[src/rtl/mpwm_pkg.sv]
package mpwm_pkg;

    localparam int NPH = 3;

    typedef enum logic [1:0] {
        MODE_THREE = 2'd0,
        MODE_TWO   = 2'd1,
        MODE_ONE   = 2'd2
    } mode_e;

    typedef struct packed {
        logic drive;
        logic sample;
    } ph_stat_t;

    // single select wins over phase-3 disable; three phases otherwise
    function automatic mode_e pick_mode(input logic ph3_off, input logic single);
        if (single)
            return MODE_ONE;
        else if (ph3_off)
            return MODE_TWO;
        else
            return MODE_THREE;
    endfunction

    function automatic logic [NPH-1:0] phase_mask(input mode_e m);
        case (m)
            MODE_THREE: return 3'b111;
            MODE_TWO:   return 3'b011;
            default:    return 3'b001;
        endcase
    endfunction

endpackage

[src/rtl/mpwm_cycle_timer.sv]
module mpwm_cycle_timer
    import mpwm_pkg::*;
#(
    parameter int CNT_W = 10
) (
    input  logic                       clk,
    input  logic                       rst,
    input  logic                       en_i,
    input  logic [CNT_W-1:0]           period_i,
    input  logic                       ph3_off_i,
    input  logic                       single_i,
    output logic [CNT_W-1:0]           cnt_o,
    output logic [CNT_W-1:0]           n_o,
    output logic [CNT_W-1:0]           forced_o,
    output logic [NPH-1:0][CNT_W-1:0]  off_o,
    output mode_e                      mode_o,
    output logic [NPH-1:0]             active_o
);

    localparam logic [CNT_W-1:0] MIN_N = CNT_W'(3);
    localparam logic [CNT_W-1:0] ONE   = CNT_W'(1);

    logic [CNT_W-1:0] cnt_q, n_q, third_q, half_q;
    mode_e            mode_q;

    logic [CNT_W-1:0] n_req, third_req, half_req, step;
    mode_e            mode_req;
    logic             wrap, load;

    // requested settings, division by constants done before the latch
    always_comb begin
        n_req     = (period_i < MIN_N) ? MIN_N : period_i;
        third_req = n_req / CNT_W'(3);
        half_req  = n_req >> 1;
        mode_req  = pick_mode(ph3_off_i, single_i);
    end

    assign wrap = (cnt_q == n_q - ONE);
    assign load = !en_i || wrap;

    always_ff @(posedge clk) begin
        if (rst) begin
            cnt_q   <= '0;
            n_q     <= MIN_N;
            third_q <= ONE;
            half_q  <= ONE;
            mode_q  <= MODE_THREE;
        end else begin
            if (load) begin
                n_q     <= n_req;
                third_q <= third_req;
                half_q  <= half_req;
                mode_q  <= mode_req;
            end
            if (load)
                cnt_q <= '0;
            else
                cnt_q <= cnt_q + ONE;
        end
    end

    // termination offsets: multiples of the inter-phase step
    assign step = (mode_q == MODE_TWO) ? half_q : third_q;

    always_comb begin
        for (int k = 0; k < NPH; k++)
            off_o[k] = CNT_W'(k) * step;
    end

    assign cnt_o    = cnt_q;
    assign n_o      = n_q;
    assign forced_o = third_q;
    assign mode_o   = mode_q;
    assign active_o = phase_mask(mode_q);

endmodule

[src/rtl/mpwm_phase_unit.sv]
module mpwm_phase_unit
    import mpwm_pkg::*;
#(
    parameter int CNT_W = 10
) (
    input  logic             clk,
    input  logic             rst,
    input  logic             run_i,
    input  logic             active_i,
    input  logic [CNT_W-1:0] cnt_i,
    input  logic [CNT_W-1:0] n_i,
    input  logic [CNT_W-1:0] off_i,
    input  logic [CNT_W-1:0] forced_i,
    input  logic [CNT_W-1:0] duty_i,
    output ph_stat_t         stat_o
);

    logic [CNT_W:0] ramp;
    logic           in_forced, in_drive, at_term;
    logic           spent_q, spent_d;
    ph_stat_t       stat_d;

    always_comb begin
        // clocks elapsed since this phase's termination point
        if (cnt_i >= off_i)
            ramp = {1'b0, cnt_i} - {1'b0, off_i};
        else
            ramp = {1'b0, cnt_i} + {1'b0, n_i} - {1'b0, off_i};

        at_term   = (ramp == '0);
        in_forced = ramp < {1'b0, forced_i};
        in_drive  = !in_forced && ((ramp + {1'b0, duty_i}) >= {1'b0, n_i});

        stat_d.drive  = run_i && active_i && in_drive && !spent_q;
        stat_d.sample = run_i && active_i && in_forced;

        // a pulse that ended early stays off until the next termination
        if (!run_i || at_term)
            spent_d = 1'b0;
        else
            spent_d = spent_q || (stat_o.drive && !stat_d.drive);
    end

    always_ff @(posedge clk) begin
        if (rst) begin
            stat_o  <= '0;
            spent_q <= 1'b0;
        end else begin
            stat_o  <= stat_d;
            spent_q <= spent_d;
        end
    end

endmodule

[src/rtl/mpwm_sequencer.sv]
module mpwm_sequencer
    import mpwm_pkg::*;
#(
    parameter int CNT_W = 10
) (
    input  logic                      clk,
    input  logic                      rst,
    input  logic                      en,
    input  logic [CNT_W-1:0]          period_i,
    input  logic                      ph3_off_i,
    input  logic                      single_i,
    input  logic [NPH-1:0][CNT_W-1:0] duty_i,
    output logic [NPH-1:0]            pwm_o,
    output logic [NPH-1:0]            samp_o
);

    logic [CNT_W-1:0]          cyc_cnt, cfg_n, cfg_forced;
    logic [NPH-1:0][CNT_W-1:0] cfg_off;
    mode_e                     cfg_mode;
    logic [NPH-1:0]            cfg_active;
    ph_stat_t                  stat [NPH];

    mpwm_cycle_timer #(.CNT_W(CNT_W)) u_timer (
        .clk       (clk),
        .rst       (rst),
        .en_i      (en),
        .period_i  (period_i),
        .ph3_off_i (ph3_off_i),
        .single_i  (single_i),
        .cnt_o     (cyc_cnt),
        .n_o       (cfg_n),
        .forced_o  (cfg_forced),
        .off_o     (cfg_off),
        .mode_o    (cfg_mode),
        .active_o  (cfg_active)
    );

    for (genvar g = 0; g < NPH; g++) begin : g_phase
        mpwm_phase_unit #(.CNT_W(CNT_W)) u_unit (
            .clk      (clk),
            .rst      (rst),
            .run_i    (en),
            .active_i (cfg_active[g]),
            .cnt_i    (cyc_cnt),
            .n_i      (cfg_n),
            .off_i    (cfg_off[g]),
            .forced_i (cfg_forced),
            .duty_i   (duty_i[g]),
            .stat_o   (stat[g])
        );
        assign pwm_o[g]  = stat[g].drive;
        assign samp_o[g] = stat[g].sample;
    end

endmodule

[config.mk]
export PLATFORM = sky130hd
export DESIGN_NAME = mpwm_sequencer
export DESIGN_NICKNAME = d
export VERILOG_FILES = /design/src/rtl/mpwm_pkg.sv /design/src/rtl/mpwm_cycle_timer.sv /design/src/rtl/mpwm_phase_unit.sv /design/src/rtl/mpwm_sequencer.sv
export SDC_FILE = /design/constraint.sdc
export NUM_CORES = 1
export LEC_CHECK = 0
export CAP_MARGIN = 5
export CORE_MARGIN = 8
export CORE_UTILIZATION = 30
export DETAILED_ROUTE_END_ITERATION = 16
export GPL_TIMING_DRIVEN = 1
export HOLD_SLACK_MARGIN = 0.02
export PLACE_DENSITY = 0.51
export SLEW_MARGIN = 15
export SYNTH_ARGS = -nofsm -noshare
export SYNTH_HDL_FRONTEND = slang
export SYNTH_HIERARCHICAL = 1
export SYNTH_SLANG_ARGS = --single-unit
[constraint.sdc]
create_clock -name clk -period 15.3 [get_ports clk]
set_input_delay 2.295 -clock clk [delete_from_list [all_inputs] [get_ports clk]]
set_output_delay 2.295 -clock clk [all_outputs]
set_load 0.01 [all_outputs]
; Word level (Yosys, flattened, before mapping)
; Cells that the tools add are included.
[totals]
register_bits = 50
latchBits = 0
ram_bits = 0
romBits = 0
in_bits = 45
out_inout_bits = 6
word_cells = 88
memories = 0
[classes]
add_sub_neg = 10
multipliers = 0
div = 1
n_lt_le_gt_ge = 10
n_eq_ne = 2
shift = 0
mux = 8
bitwise_logic = 0
n_reduce_logical = 43
[op_table]
columns = cell, count
row1 = adder 11 x 10 -> 11 bit, 3
row2 = >= comparator 11 x 10 -> 1 bit, 3
row3 = zero test 11 bit, 3
row4 = less-than comparator 11 x 10 -> 1 bit, 3
row5 = two-way mux 11 bit, 3
row6 = subtractor 10 x 10 -> 11 bit, 2
row7 = subtractor 11 x 10 -> 11 bit, 2
row8 = >= comparator 10 bit, 2
row9 = two-way mux 10 bit, 2
row10 = logical AND 1 bit, 18
row11 = adder 10 x 10 -> 11 bit, 1
row12 = "adder 10 x 1 -> 10 bit, second input constant", 1
row13 = "divider 10 x 2 -> 10 bit, second input constant", 1
row14 = equality test 10 bit, 1
row15 = ">= comparator 10 x 1 -> 1 bit, second input constant", 1
row16 = zero test 1 bit, 10
row17 = "less-than comparator 10 x 2 -> 1 bit, second input constant", 1
row18 = "subtractor 10 x 1 -> 10 bit, second input constant", 1
row19 = OR reduction 2 bit, 4
row20 = logical OR 1 bit, 7
row21 = case mux 3 bit (2 select lines), 1
row22 = "equality test 2 x 1 -> 1 bit, second input constant", 1
row23 = zero test 2 bit, 1
row24 = two-way mux 2 bit, 1
row25 = two-way mux 1 bit, 1

; Depth between registers and ports, before layout
; Gate-level depths: netlist of the first run.
[depth]
ltp_word = 12
depth_mapped = 27
depth_no_buf = 26

; Cells and area by module
; Netlist of the first run, hierarchy kept.
[modules_own_cells]
columns = mod, n_inst, cells_each, area_per_inst_um2, seq_area_each_um2
row1 = mpwm_phase_unit (g_phase[0].u_unit), 1, 334, 2494.9, 60.1
row2 = mpwm_cycle_timer, 1, 309, 2427.3, 620.6
row3 = mpwm_phase_unit (g_phase[1].u_unit), 1, 304, 2278.4, 60.1
row4 = mpwm_phase_unit (g_phase[2].u_unit), 1, 288, 2265.9, 60.1

; Worst setup path after synthesis of the first run
; No wires, ideal clock.
[synth_path]
kind = in2reg
startpoint = in duty_i[10] (netlist name)
endpoint = reg g_phase[1].u_unit.spent_q
setup_ps = 91
arrival_time_ps = 4991
t_required_ps = 15209
path_slack_ps = 10218
cell_stages = 15
path_buffers = 0
cell_sequence = ha_1 fa_1 a21o_1 a211oi_1 nor2_1 nor4_1 nor3_1 xor2_1 ha_1 a211oi_1 o21ai_0 o221ai_1 nor2b_1 a2111oi_2 a311oi_1
[synth_between]
elab_chain_cells = 8
[synth_lines]
columns = item, line_no
row1 = from (decl), mpwm_sequencer.sv:12  ; input logic [NPH-1:0][CNT_W-1:0] duty_i,
row2 = adder 11 x 10 -> 11 bit, mpwm_phase_unit.sv:32  ; in_drive = !in_forced && ((ramp + {1'b0, duty_i}) >= {1'b0, n_i});
row3 = >= comparator 11 x 10 -> 1 bit, mpwm_phase_unit.sv:32
row4 = logical AND 1 bit, mpwm_phase_unit.sv:32
row5 = logical AND 1 bit (2 in series), mpwm_phase_unit.sv:34  ; stat_d.drive = run_i && active_i && in_drive && !spent_q;
row6 = zero test 1 bit, mpwm_phase_unit.sv:41  ; spent_d = spent_q || (stat_o.drive && !stat_d.drive);
row7 = logical AND 1 bit, mpwm_phase_unit.sv:41
row8 = logical OR 1 bit, mpwm_phase_unit.sv:41
row9 = to (signal assigned), mpwm_phase_unit.sv:50  ; spent_q <= spent_d;
row10 = to (decl), mpwm_phase_unit.sv:20  ; logic spent_q, spent_d;
; No other way between the ends.
; A chain may end at the register's enable or synchronous reset.

; Worst setup path after layout of the first run
[layout_path]
startpoint = reg u_timer.mode_q[1] (netlist: u_timer/mode_o[1])
endpoint = reg g_phase[1].u_unit.spent_q
[layout_between]
elab_cells_between_ends = 22
classes_between = add/sub (3) / order compare (3) / eq/ne (1) / mux (3) / reduce/logical (12)
[layout_lines]
columns = item, line_no
row1 = from (decl), mpwm_cycle_timer.sv:24  ; mode_e mode_q;
row2 = from (signal assigned), mpwm_cycle_timer.sv:53  ; mode_q <= mode_req;
row3 = equality test 2 x 1 -> 1 bit / zero test 2 bit (equally long branches), mpwm_pkg.sv:27  ; case (m)
row4 = case mux 3 bit (2 select lines) *, mpwm_pkg.sv:27
row5 = named net cfg_active[1], mpwm_sequencer.sv:20  ; logic [NPH-1:0] cfg_active;
row6 = logical AND 1 bit * (3 in series), mpwm_phase_unit.sv:34
row7 = zero test 1 bit *, mpwm_phase_unit.sv:41
row8 = logical AND 1 bit *, mpwm_phase_unit.sv:41
row9 = logical OR 1 bit *, mpwm_phase_unit.sv:41
; Mark *: on every way through the listed nets, which the timed path passes. The rest lies on a longest branch.

==> results.py, run 1 <==
metrics = {
    "critical_path": {
        "critPathMaxStageDelay_ns": 0.77,
        "crit_chain": "inv_1 -> nand2_1 -> o21ai_0 -> ha_1 -> nor2b_1 -> o21ai_1 -> a21oi_1 -> o21a_1 -> o21ai_0 -> ha_1 -> fa_1 -> a21o_1 -> a211oi_1 -> nor2_1 -> nor4_1 -> nor3_1 -> xor2_1 -> ha_1 -> a211oi_1 -> o21ai_0 -> o221ai_1 -> nor2b_1 -> a2111oi_2 -> a311oi_1",
        "crit_required_ns": 15.49,
        "cp_top_family": "compound AO/OA/AOI/OAI gates",
        "slowest_stage": "o21ai_0",
        "start_kind": "register",
        "cp.buffers_inverters": 1,
        "crit_arrival_ns": 6.36,
        "path_class": "register to register",
        "path_max_fanout": 16,
        "worst_setup_path_end_kind": "register",
    },
    "clocking": {
        "cts_hold_buffers": 0,
        "ctsLongestPathBuffers": 2,
        "clk_latency_ns": 0.28,
        "cts_resized": 0,
        "cts_setup_buffers": 0,
        "cts_root_buffer": "clkbuf_16",
        "cts_inserted_buffers": 5,
        "clock-sinks": 40,
        "cts.clk_slew.worst_paths_ns": 0.06,
        "cts_tree": "built",
        "htree_levels": 2,
    },
    "detailed_routing": {
        "drc": 0,
        "drt_iter0_markers": 508,
        "firstDrtPassIters": 5,
        "ant_nets": 0,
        "viasPerCell": 5.02,
        "routed_wl_mm": 27.4,
        "num_vias": 8342,
        "wire_per_inst_um": 16.5,
    },
    "synth": {
        "synth_flop_cell": "dfxtp_1",
        "netlist_area_mm2": 0.00947,
        "syn_avg_cell_area_um2": 7.67,
        "synth_cells": 1235,
        "synth.distinct_cells": 93,
        "synth_edf_count": 0,
        "seq_area_frac_synth_pct": 8.46,
        "synthArstFlopShare_pct": 0,
        "yosys_register_bits": 40,
        "synth_warnings": 6,
    },
    "global_routing": {
        "grt_pass1_vias": 8052,
        "busiest_layer": "met2",
        "use_met3_pct": 1.41,
        "overflow": 0,
        "grtUsageMet2_pct": 23.6,
        "grt_max_degree": 26,
        "grt_usage_pct": 14.2,
        "grt_pass1_wl_mm": 43.6,
        "use_met1_pct": 19.9,
        "antenna_found_initial": 0,
    },
    "die": {
        "die-area_mm2": 0.0375,
        "die_w_um": 194,
        "die_h_um": 194,
        "fp.coreArea_mm2": 0.0313,
        "num_rows": 65,
        "start_util_pct": 30.2,
        "io_pins": 51,
    },
    "placement": {
        "preCtsSetupSlack_ns": 9.20,
        "numPortBuffers": 50,
        "place_area_mm2": 0.0102,
        "dp_hpwl_mm": 22.3,
        "gp_congestion": 0.847,
        "dp.cells": 1653,
    },
    "timing": {
        "slew_headroom_pct": 41.1,
        "slew_violations": 0,
        "skew_ns": 0.00322,
        "hold_viol": 0,
        "final-setup-viol-count": 0,
        "worst_pin_slew_ns": 0.880,
        "rsz0062_at_grt": "false",
        "max_freq_mhz": 162,
        "setup_ws_ns": 9.14,
        "setup_tns_ns": 0,
        "finalCritPeriodShare_pct": 40.3,
        "min_period_ns": 6.16,
    },
    "layout": {
        "drive_gt1_share_pct": 5.08,
        "finalNonFillerCells": 1661,
        "diodes": 0,
        "seqCellArea_um2": 801,
        "multiInputGateArea_mm2": 0.00761,
        "num-nets-final": 1495,
        "design_area_mm2": 0.0103,
        "syn_to_final_growth_pct": 9.19,
        "fillCellCount": 3356,
    },
    "power_and_ir_drop": {
        "irDropWorstVdd_v": 0.0000882,
        "power_density_mw_per_mm2": 107,
        "p_leak_nw": 4.66,
    },
    "status": {
        "status": "finished, final reports clean",
    },
    "worst_hold_path": {
        "worstHoldPathType": "register to register",
    },
    "flow_run": {
        "drv_cap": 0,
    },
}
## power by group
group          switching (mW)  leakage [nW]  total, mW  internal (mW)
Sequential             0.0196         0.328      0.132          0.112
Combinational           0.476          4.25      0.865          0.389
Clock                  0.0413        0.0766      0.106         0.0642
Total                   0.537          4.66       1.10          0.566
## synth_stat cells, drive strengths merged, types with 5 or more instances
library cell / count / area (µm²)
and3: 12 / 75.1
a21o: 38 / 287
and2: 5 / 31.3
xnor2: 65 / 569
nand3: 22 / 110
a21oi: 91 / 463
o41ai: 5 / 85.1
fa: 36 / 721
nand2b: 10 / 62.6
o21ai: 65 / 348
nor2: 82 / 308
inv: 201 / 754
ha: 156 / 1950
clkbuf: 7 / 26.3
nand2: 89 / 337
or3: 8 / 50.1
mux2i: 8 / 80.1
buf: 42 / 324
nor3b: 7 / 52.6
mux2: 16 / 184
xor2: 33 / 289
o21bai: 13 / 97.6
nor2b: 12 / 75.1
nor3: 23 / 115
nor4: 11 / 83.8
a2111oi: 7 / 81.3
nand4: 7 / 43.8
o21a: 9 / 67.6
dfxtp: 40 / 801
a211oi: 21 / 190
a22oi: 5 / 37.5
o211ai: 8 / 60.1
or2: 6 / 37.5
## flip-flops by register name, summed over array words and instances (netlist names)
name / flops
g_phase.u_unit/spent_q: 3
u_timer/mode_o: 2
u_timer/n_o: 10
g_phase.u_unit/stat_o: 6
u_timer/forced_o: 9
u_timer/cnt_o: 10
## logic make-up after synthesis
kind of cell	share of synthesized area (%)
AO/OA/AOI/OAI	23.2
AND/OR/NAND/NOR	16.5
buffers and inverters	11.7
adder cells (fa/ha/maj)	28.2
XOR/XNOR	9.07
flip-flops	8.46
multiplexers	2.79
other	0.0793
## layout by cell type (no fill, tap or decap), drive strengths merged, types with 7 or more instances in the layout
cell type,synthesis,routed
a2111oi,7,7
a211oi,21,21
a21o,38,38
a21oi,91,91
and3,12,12
clkdlybuf4s50,0,50
conb,2,14
dfxtp,40,40
fa,36,36
ha,156,156
inv,201,201
mux2,16,16
mux2i,8,8
nand2,89,89
nand2b,10,10
nand3,22,22
nand4,7,7
nor2,82,82
nor2b,12,12
nor3,23,23
nor3b,7,7
nor4,11,11
o211ai,8,8
o21a,9,9
o21ai,65,65
o21bai,13,13
or3,8,8
xnor2,65,65
xor2,33,33
## cell type report
class | instances | area share [%]
clock buffers | 6 | 1.34
clock inverters | 2 | 0.0968
inverters | 201 | 7.30
multi-input cells | 957 | 73.6
flip-flops and latches | 40 | 7.75
well taps | 402 | 4.87
repair buffers | 53 | 5.06
## final timing paths
path | cells past startpoint | end | start | slack, ns
setup reg to reg | 24 | g_phase[1].u_unit/spent_q | u_timer/mode_o[1] | 9.14
setup / recovery | 24 | g_phase[1].u_unit/spent_q | u_timer/mode_o[1] | 9.14
hold / removal | 2 | u_timer/mode_o[0] | u_timer/mode_o[0] | 0.49
hold reg to reg | 2 | u_timer/mode_o[0] | u_timer/mode_o[0] | 0.49
## worst register-to-register path: cells and delay by family, from the launching register on
family / cells / cell delay [ns]
AOI/OAI and AO/OA: 12 / 3.07
xor gates and xnor gates: 1 / 0.16
adders and majority gates: 4 / 1.25
buffers and inverters: 1 / 0.09
DFF: 1 / 0.32
and+or+nand+nor: 6 / 1.17
## layer usage
layer | wire length, µm | up-vias | share of wire, %
li1 | - | 4290 | -
met1 | 13600 | 3881 | 50
met3 | 891 | 25 | 3.2
met5 | 0 | - | 0
met2 | 12500 | 146 | 46
met4 | 401 | 0 | 1.5
## metrics by stage
stage | util, % | total power, mW | hold WS [ns]
finish | 33.0 | 1.10 | 0.488
global route | 33.0 | 1.23 | 0.518
CTS | 33.0 | 1.11 | 0.489
detailed placement | 32.5 | 0.994 | 0.481
global placement | 32.5 | 0.989 | 0.470
floorplan | - | 0.798 | 0.445
No activity file was read; power rests on OpenSTA's default activity.
==> inputs of run 2 (changes only) <==
PLACE_DENSITY = 0.52   (was 0.51)
clock period = 5.26 ns   (was 15.3 ns; I/O delays follow)
==> run 2 against run 1 <==
  * Via count grew 4.8%
  * Non-clock buffer count grew 92
  * Die area stayed put
  * Highest routed layer unchanged
  * Flip-flop and latch count stayed put
  * Power rose to 3.2 times the previous value
  * First-iteration DRC count up 8.3%
  * Maximum frequency is 23% higher
  * Largest power group unchanged
  * Hold slack improved by 0.042 ns
  * Core utilization rose by 2.8 points
  * Final area rose by 8.4%
  * Largest cell class unchanged
==> results.py, run 2 (synthesized netlist as in run 1, its figures left out) <==
metrics = {
    "layout": {
        "drive_gt1_share_pct": 13.8,
        "mostFrequentLayoutCells": "inv_1, ha_1, buf_4",
        "num-nets-final": 1588,
        "diodes": 0,
        "syn_to_final_growth_pct": 18.3,
        "final_common_cell": "inv_1",
    },
    "critical_path": {
        "slowest_stage": "fa_1",
        "crit_required_ns": 5.47,
        "crit_arrival_ns": 5.24,
        "path_class": "register to register",
        "crit_start": "u_timer/mode_o[1]",
        "path_max_fanout": 5,
        "start_kind": "register",
        "worst_setup_path_end_kind": "register",
        "critPathMaxStageDelay_ns": 0.50,
        "regToRegStartpoint": "u_timer/mode_o[1]",
    },
    "placement": {
        "gp_congestion": 0.887,
        "preCtsSetupSlack_ns": -0.0900,
        "dp_hpwl_mm": 23.9,
        "numPortBuffers": 50,
    },
    "detailed_routing": {
        "routed_wl_mm": 28.8,
        "drc": 0,
        "firstDrtPassIters": 5,
        "drt_iter0_markers": 550,
        "viasPerCell": 4.98,
        "wire_per_inst_um": 16.4,
        "num_vias": 8741,
        "ant_nets": 0,
    },
    "clocking": {
        "clk_latency_ns": 0.30,
        "ctsLongestPathBuffers": 2,
        "cts_root_buffer": "clkbuf_16",
        "cts_inserted_buffers": 5,
        "cts_tree": "built",
        "cts.clk_slew.worst_paths_ns": 0.06,
        "htree_levels": 2,
        "clock-sinks": 40,
    },
    "worst_hold_path": {
        "worstHoldPathType": "register to register",
        "hp-start": "u_timer/mode_o[0]",
    },
    "die": {
        "num_rows": 65,
        "start_util_pct": 30.2,
        "die-area_mm2": 0.0375,
        "io_pins": 51,
        "die_w_um": 194,
        "die_h_um": 194,
        "fp.coreArea_mm2": 0.0313,
    },
    "power_and_ir_drop": {
        "clkPwrFrac_pct": 9.9,
        "p_int_mw": 1.91,
        "pwr-share-seq_pct": 9.8,
        "finalPower_mw": 3.58,
        "p_comb_share_pct": 80.3,
        "irDropWorstVdd_v": 0.000320,
        "power_density_mw_per_mm2": 320,
        "swShare_pct": 46.7,
        "p_sw_mw": 1.67,
        "p_leak_nw": 5.16,
    },
    "global_routing": {
        "antenna_found_initial": 0,
        "overflow": 0,
        "grt_usage_pct": 14.9,
        "grt_pass1_vias": 8453,
        "grt_pass1_wl_mm": 45.4,
        "grt_max_degree": 30,
    },
    "timing": {
        "rsz0062_at_grt": "true",
        "worst_pin_slew_ns": 0.679,
        "max_freq_mhz": 199,
        "setup_ws_ns": 0.232,
        "slew_violations": 0,
        "finalCritPeriodShare_pct": 95.6,
        "skew_ns": 0.0102,
        "final-setup-viol-count": 0,
        "slew_headroom_pct": 54.6,
        "hold_viol": 0,
        "min_period_ns": 5.03,
    },
    "status": {
        "status": "finished, final reports clean",
    },
    "flow_run": {
        "drv_cap": 0,
    },
}
run 2: cell types whose count changed in the layout (fill, tap and decap cells not counted), moves of 4 or more:
cell      change
o21ai_0       -6
a21oi_1      -12
buf_4        +92
a211oi_1      -4
a21oi_2      +12
o21ai_1       +5
run 2: path summary, 6_finish.rpt:
| kind | to | depth (start not counted) | slack (ns) |
|---|---|---|---|
| hold / removal | u_timer/mode_o[0] | 2 | 0.53 |
| hold reg to reg | u_timer/mode_o[0] | 2 | 0.53 |
| setup / recovery | g_phase[1].u_unit/spent_q | 25 | 0.23 |
| setup reg to reg | g_phase[1].u_unit/spent_q | 25 | 0.23 |
run 2: power by group through the flow:
stage	Clock (mW)	Sequential [mW]	Combinational, mW
final	0.356	0.350	2.88
after global routing	0.377	0.353	3.24
after CTS	0.361	0.349	2.73
after detailed placement	0	0.355	2.71
after global placement	0	0.357	2.69
after floorplan	0	0.359	1.96
run 2: timing repair:
action,4_1_cts,5_1_grt
resized for setup,2,43
setup buffers,0,4
endpoints found under the setup margin,2,6
hold buffers,0,0
pin swaps,1,16
gates cloned,0,1
run 2: layout make-up:
| class | count | area (µm²) |
|---|---|---|
| fill | 3284 | 20100 |
| multi-input combinational | 958 | 7760 |
| timing repair buffer | 145 | 1210 |
| sequential | 40 | 805 |
| inverter | 201 | 754 |
| tap | 402 | 503 |
| clock buffer | 5 | 125 |
| clock inverter | 3 | 42.5 |
run 2: metrics by stage:
stage | utilization, % | area [µm²] | TNS, ns | cells | hold slack, ns
finish | 35.8 | 11200 | 0 | 1754 | 0.530
global route | 35.8 | 11200 | -0.0945 | 1754 | 0.550
CTS | 35.2 | 11000 | 0 | 1749 | 0.509
detailed placement | 34.6 | 10800 | -0.172 | 1741 | 0.465
global placement | 34.6 | 10800 | -0.00233 | 1741 | 0.460
floorplan | - | 9510 | 0 | 1247 | 0.445
run 2: layer usage:
layer	GRT usage, %	routed length (µm)	vias up	share of wire [%]
met4	2.59	456	0	1.6
met5	0	0	-	0
li1	-	-	4470	-
met1	20.4	13900	4073	48
met2	24.8	13300	171	46
met3	1.89	1170	27	4.1
run 2: worst max-delay path, delay by kind of cell (launching register included):
family | cells | cell delay (ns)
adder cells (fa/ha/maj) | 4 | 1.53
AO/OA/AOI/OAI | 9 | 1.38
AND/OR/NAND/NOR | 7 | 0.91
multiplexers | 1 | 0.38
flip-flops | 1 | 0.34
XOR/XNOR | 2 | 0.26
buffers and inverters | 2 | 0.13
==> inputs of run 3 (changes only) <==
ABC_AREA = 1   (was default)
CELL_PAD_IN_SITES_DETAIL_PLACEMENT = 1   (was default)
CELL_PAD_IN_SITES_GLOBAL_PLACEMENT = 2   (was default)
PLACE_DENSITY = 0.81   (was 0.52)
==> run 3 against run 2 <==
  * Final cell count rose by 22%
  * Flip-flop and latch count did not move
  * Maximum frequency rose by 3.0%
  * Die area rose by 5.4%
  * Hold slack got worse by 0.058 ns
  * Sequential power barely moved
==> results.py, run 3 <==
metrics = {
    "detailed_routing": {
        "wire_per_inst_um": 17.0,
        "firstDrtPassIters": 5,
        "routed_wl_mm": 36.3,
        "highest_layer": "met4",
        "ant_nets": 0,
        "viasPerCell": 4.74,
        "m1WireLength_mm": 16.9,
        "route.met3.wl_mm": 1.45,
        "dr_wl_met2_mm": 17.3,
        "drt_iter0_markers": 458,
        "num_vias": 10100,
        "drc": 0,
    },
    "power_and_ir_drop": {
        "p_leak_nw": 6.26,
        "finalPower_mw": 4.13,
        "irDropWorstVdd_v": 0.000224,
        "power_density_mw_per_mm2": 352,
    },
    "critical_path": {
        "r2r_end": "g_phase[2].u_unit/spent_q",
        "crit_required_ns": 5.49,
        "regToRegStartpoint": "u_timer/mode_o[1]",
        "slowest_stage": "fa_1",
        "worst_setup_path_end_kind": "register",
        "crit_arrival_ns": 5.11,
        "worstRegToRegCells": 34,
        "cpMostUsedCell": "nand2_1",
        "path_max_fanout": 9,
        "critPathMaxStageDelay_ns": 0.48,
        "start_kind": "register",
        "path_class": "register to register",
        "regToRegSetupSlack_ns": 0.38,
    },
    "synth": {
        "synth_flop_cell": "dfxtp_1",
        "syn_avg_cell_area_um2": 6.38,
        "netlist_area_mm2": 0.0100,
        "synthTopCellsByCount": "nand2_1, inv_1, ha_1",
        "yosys.area.top_type": "ha_1",
        "seq_area_frac_synth_pct": 7.99,
        "netlist.area_leader.share_pct": 19.5,
        "synthArstFlopShare_pct": 0,
        "synth.area.top_cells": "ha_1, nand2_1, inv_1",
        "synth.distinct_cells": 55,
        "synth_edf_count": 0,
        "synth_warnings": 6,
        "synth_cells": 1571,
        "yosysMostFrequentCell": "nand2_1",
        "yosys_register_bits": 40,
    },
    "status": {
        "status": "finished, final reports clean",
    },
    "layout": {
        "drive_gt1_share_pct": 12.8,
        "mostFrequentLayoutCells": "nand2_1, inv_1, ha_1",
        "diodes": 0,
        "num-nets-final": 1927,
        "final_common_cell": "nand2_1",
        "syn_to_final_growth_pct": 17.2,
        "finalNonFillerCells": 2138,
    },
    "worst_hold_path": {
        "worstHoldPathType": "register to register",
        "whs_path_depth": 2,
        "hp-start": "g_phase[2].u_unit/spent_q",
        "whs_endpoint": "g_phase[2].u_unit/spent_q",
    },
    "clocking": {
        "cts.clk_slew.worst_paths_ns": 0.06,
        "clock-sinks": 40,
        "cts_inserted_buffers": 5,
        "cts_tree": "built",
        "ctsLongestPathBuffers": 2,
        "cts_hold_buffers": 0,
        "clk_latency_ns": 0.29,
        "cts_root_buffer": "clkbuf_16",
        "htree_levels": 2,
    },
    "die": {
        "die_h_um": 199,
        "io_pins": 51,
        "num_rows": 67,
        "start_util_pct": 30.2,
        "die-area_mm2": 0.0395,
        "fp.coreArea_mm2": 0.0332,
        "die_w_um": 199,
    },
    "timing": {
        "skew_ns": 0.00530,
        "finalCritPeriodShare_pct": 92.8,
        "hold_viol": 0,
        "slew_headroom_pct": 41.0,
        "min_period_ns": 4.88,
        "final-setup-viol-count": 0,
        "max_freq_mhz": 205,
        "slew_violations": 0,
        "worst_pin_slew_ns": 0.882,
    },
    "global_routing": {
        "overflow": 0,
        "grt_usage_pct": 18.5,
        "grt_pass1_vias": 10800,
        "antenna_found_initial": 0,
        "grt_max_degree": 20,
        "grt_pass1_wl_mm": 57.3,
    },
    "placement": {
        "dp_hpwl_mm": 31.8,
        "dp.cells": 2130,
        "gp_congestion": 0.908,
        "numPortBuffers": 50,
    },
    "flow_run": {
        "drv_cap": 0,
    },
}
run 3: changes by cell type in the layout (fill, tap and decap cells not counted), moves of 16 or more:
cell and change:
nand2_1 +288, inv_1 +154, nand3_1 +70, xnor2_1 -41, a21o_1 -32, nand2_2 +26
nor2_1 +25, o21ai_0 -24, nand4_1 +17, buf_4 -16
run 3: power by group:
part           leakage [nW]  internal (mW)  switching, mW
registers             0.328          0.328         0.0205
clock network        0.0657          0.172          0.131
logic                  5.86           1.44           2.04
run 3: layout make-up:
class | count | area [µm²]
timing repair buffer | 130 | 1110
clock buffer | 5 | 125
fill | 4375 | 21400
tap | 448 | 561
inverter | 364 | 1370
clock inverter | 2 | 12.5
multi-input combinational | 1149 | 7770
sequential | 40 | 805
run 3: critical path: cells and delay by family, from the launching register on:
kind | cells | cell delay [ns]
and+or+nand+nor | 18 | 1.61
xor gates and xnor gates | 1 | 0.17
adders and majority gates | 4 | 1.44
AOI/OAI and AO/OA | 6 | 0.75
buffers and inverters | 5 | 0.54
DFF | 1 | 0.32
run 3: metal layers:
layer | global-route usage (%) | up-vias
li1 | - | 5137
met1 | 23.9 | 4801
met2 | 32.8 | 168
met3 | 2.01 | 38
met4 | 3.76 | 0
met5 | 0 | -
run 3: what timing repair did:
action | 4_1_cts | 5_1_grt
setup buffers | 0 | 1
resized for setup | 1 | 36
pin swaps | 0 | 4
gates cloned | 0 | 0
setup endpoints to repair | 1 | 6
run 3: how the worst max path moves through the flow:
| stage | endpoint | startpoint |
|---|---|---|
| final | g_phase[2].u_unit/spent_q | u_timer/mode_o[1] |
| after global routing | g_phase[1].u_unit/spent_q | u_timer/mode_o[1] |
| after CTS | g_phase[1].u_unit/spent_q | u_timer/mode_o[1] |
| after detailed placement | g_phase[1].u_unit/spent_q | u_timer/n_o[1] |
| after global placement | g_phase[1].u_unit/spent_q | u_timer/n_o[1] |
| after floorplan | g_phase[2].u_unit/spent_q | u_timer/mode_o[1] |
run 3: cells by family after synthesis:
logic type               Yosys count  synth area share, %
AND/OR/NAND/NOR                  693                 31.3
buffers and inverters            394                 16.2
adder cells (fa/ha/maj)          192                 26.7
AO/OA/AOI/OAI                    178                 11.5
XOR/XNOR                          72                 6.29
flip-flops                        40                 7.99
other                              2               0.0749
run 3: per-stage QoR:
step           util [%]  hold WS, ns  area [µm²]   TNS, ns  setup slack (ns)
2_1_floorplan         -        0.439       10100         0             0.566
3_3_place_gp       34.6        0.448       11500  -0.00285          -0.00285
3_5_place_dp       34.6        0.462       11500  -0.00529          -0.00529
4_1_cts            35.0        0.474       11600         0            0.0489
5_1_grt            35.4        0.503       11800   -0.0196           -0.0196
6_report           35.4        0.472       11800         0             0.377
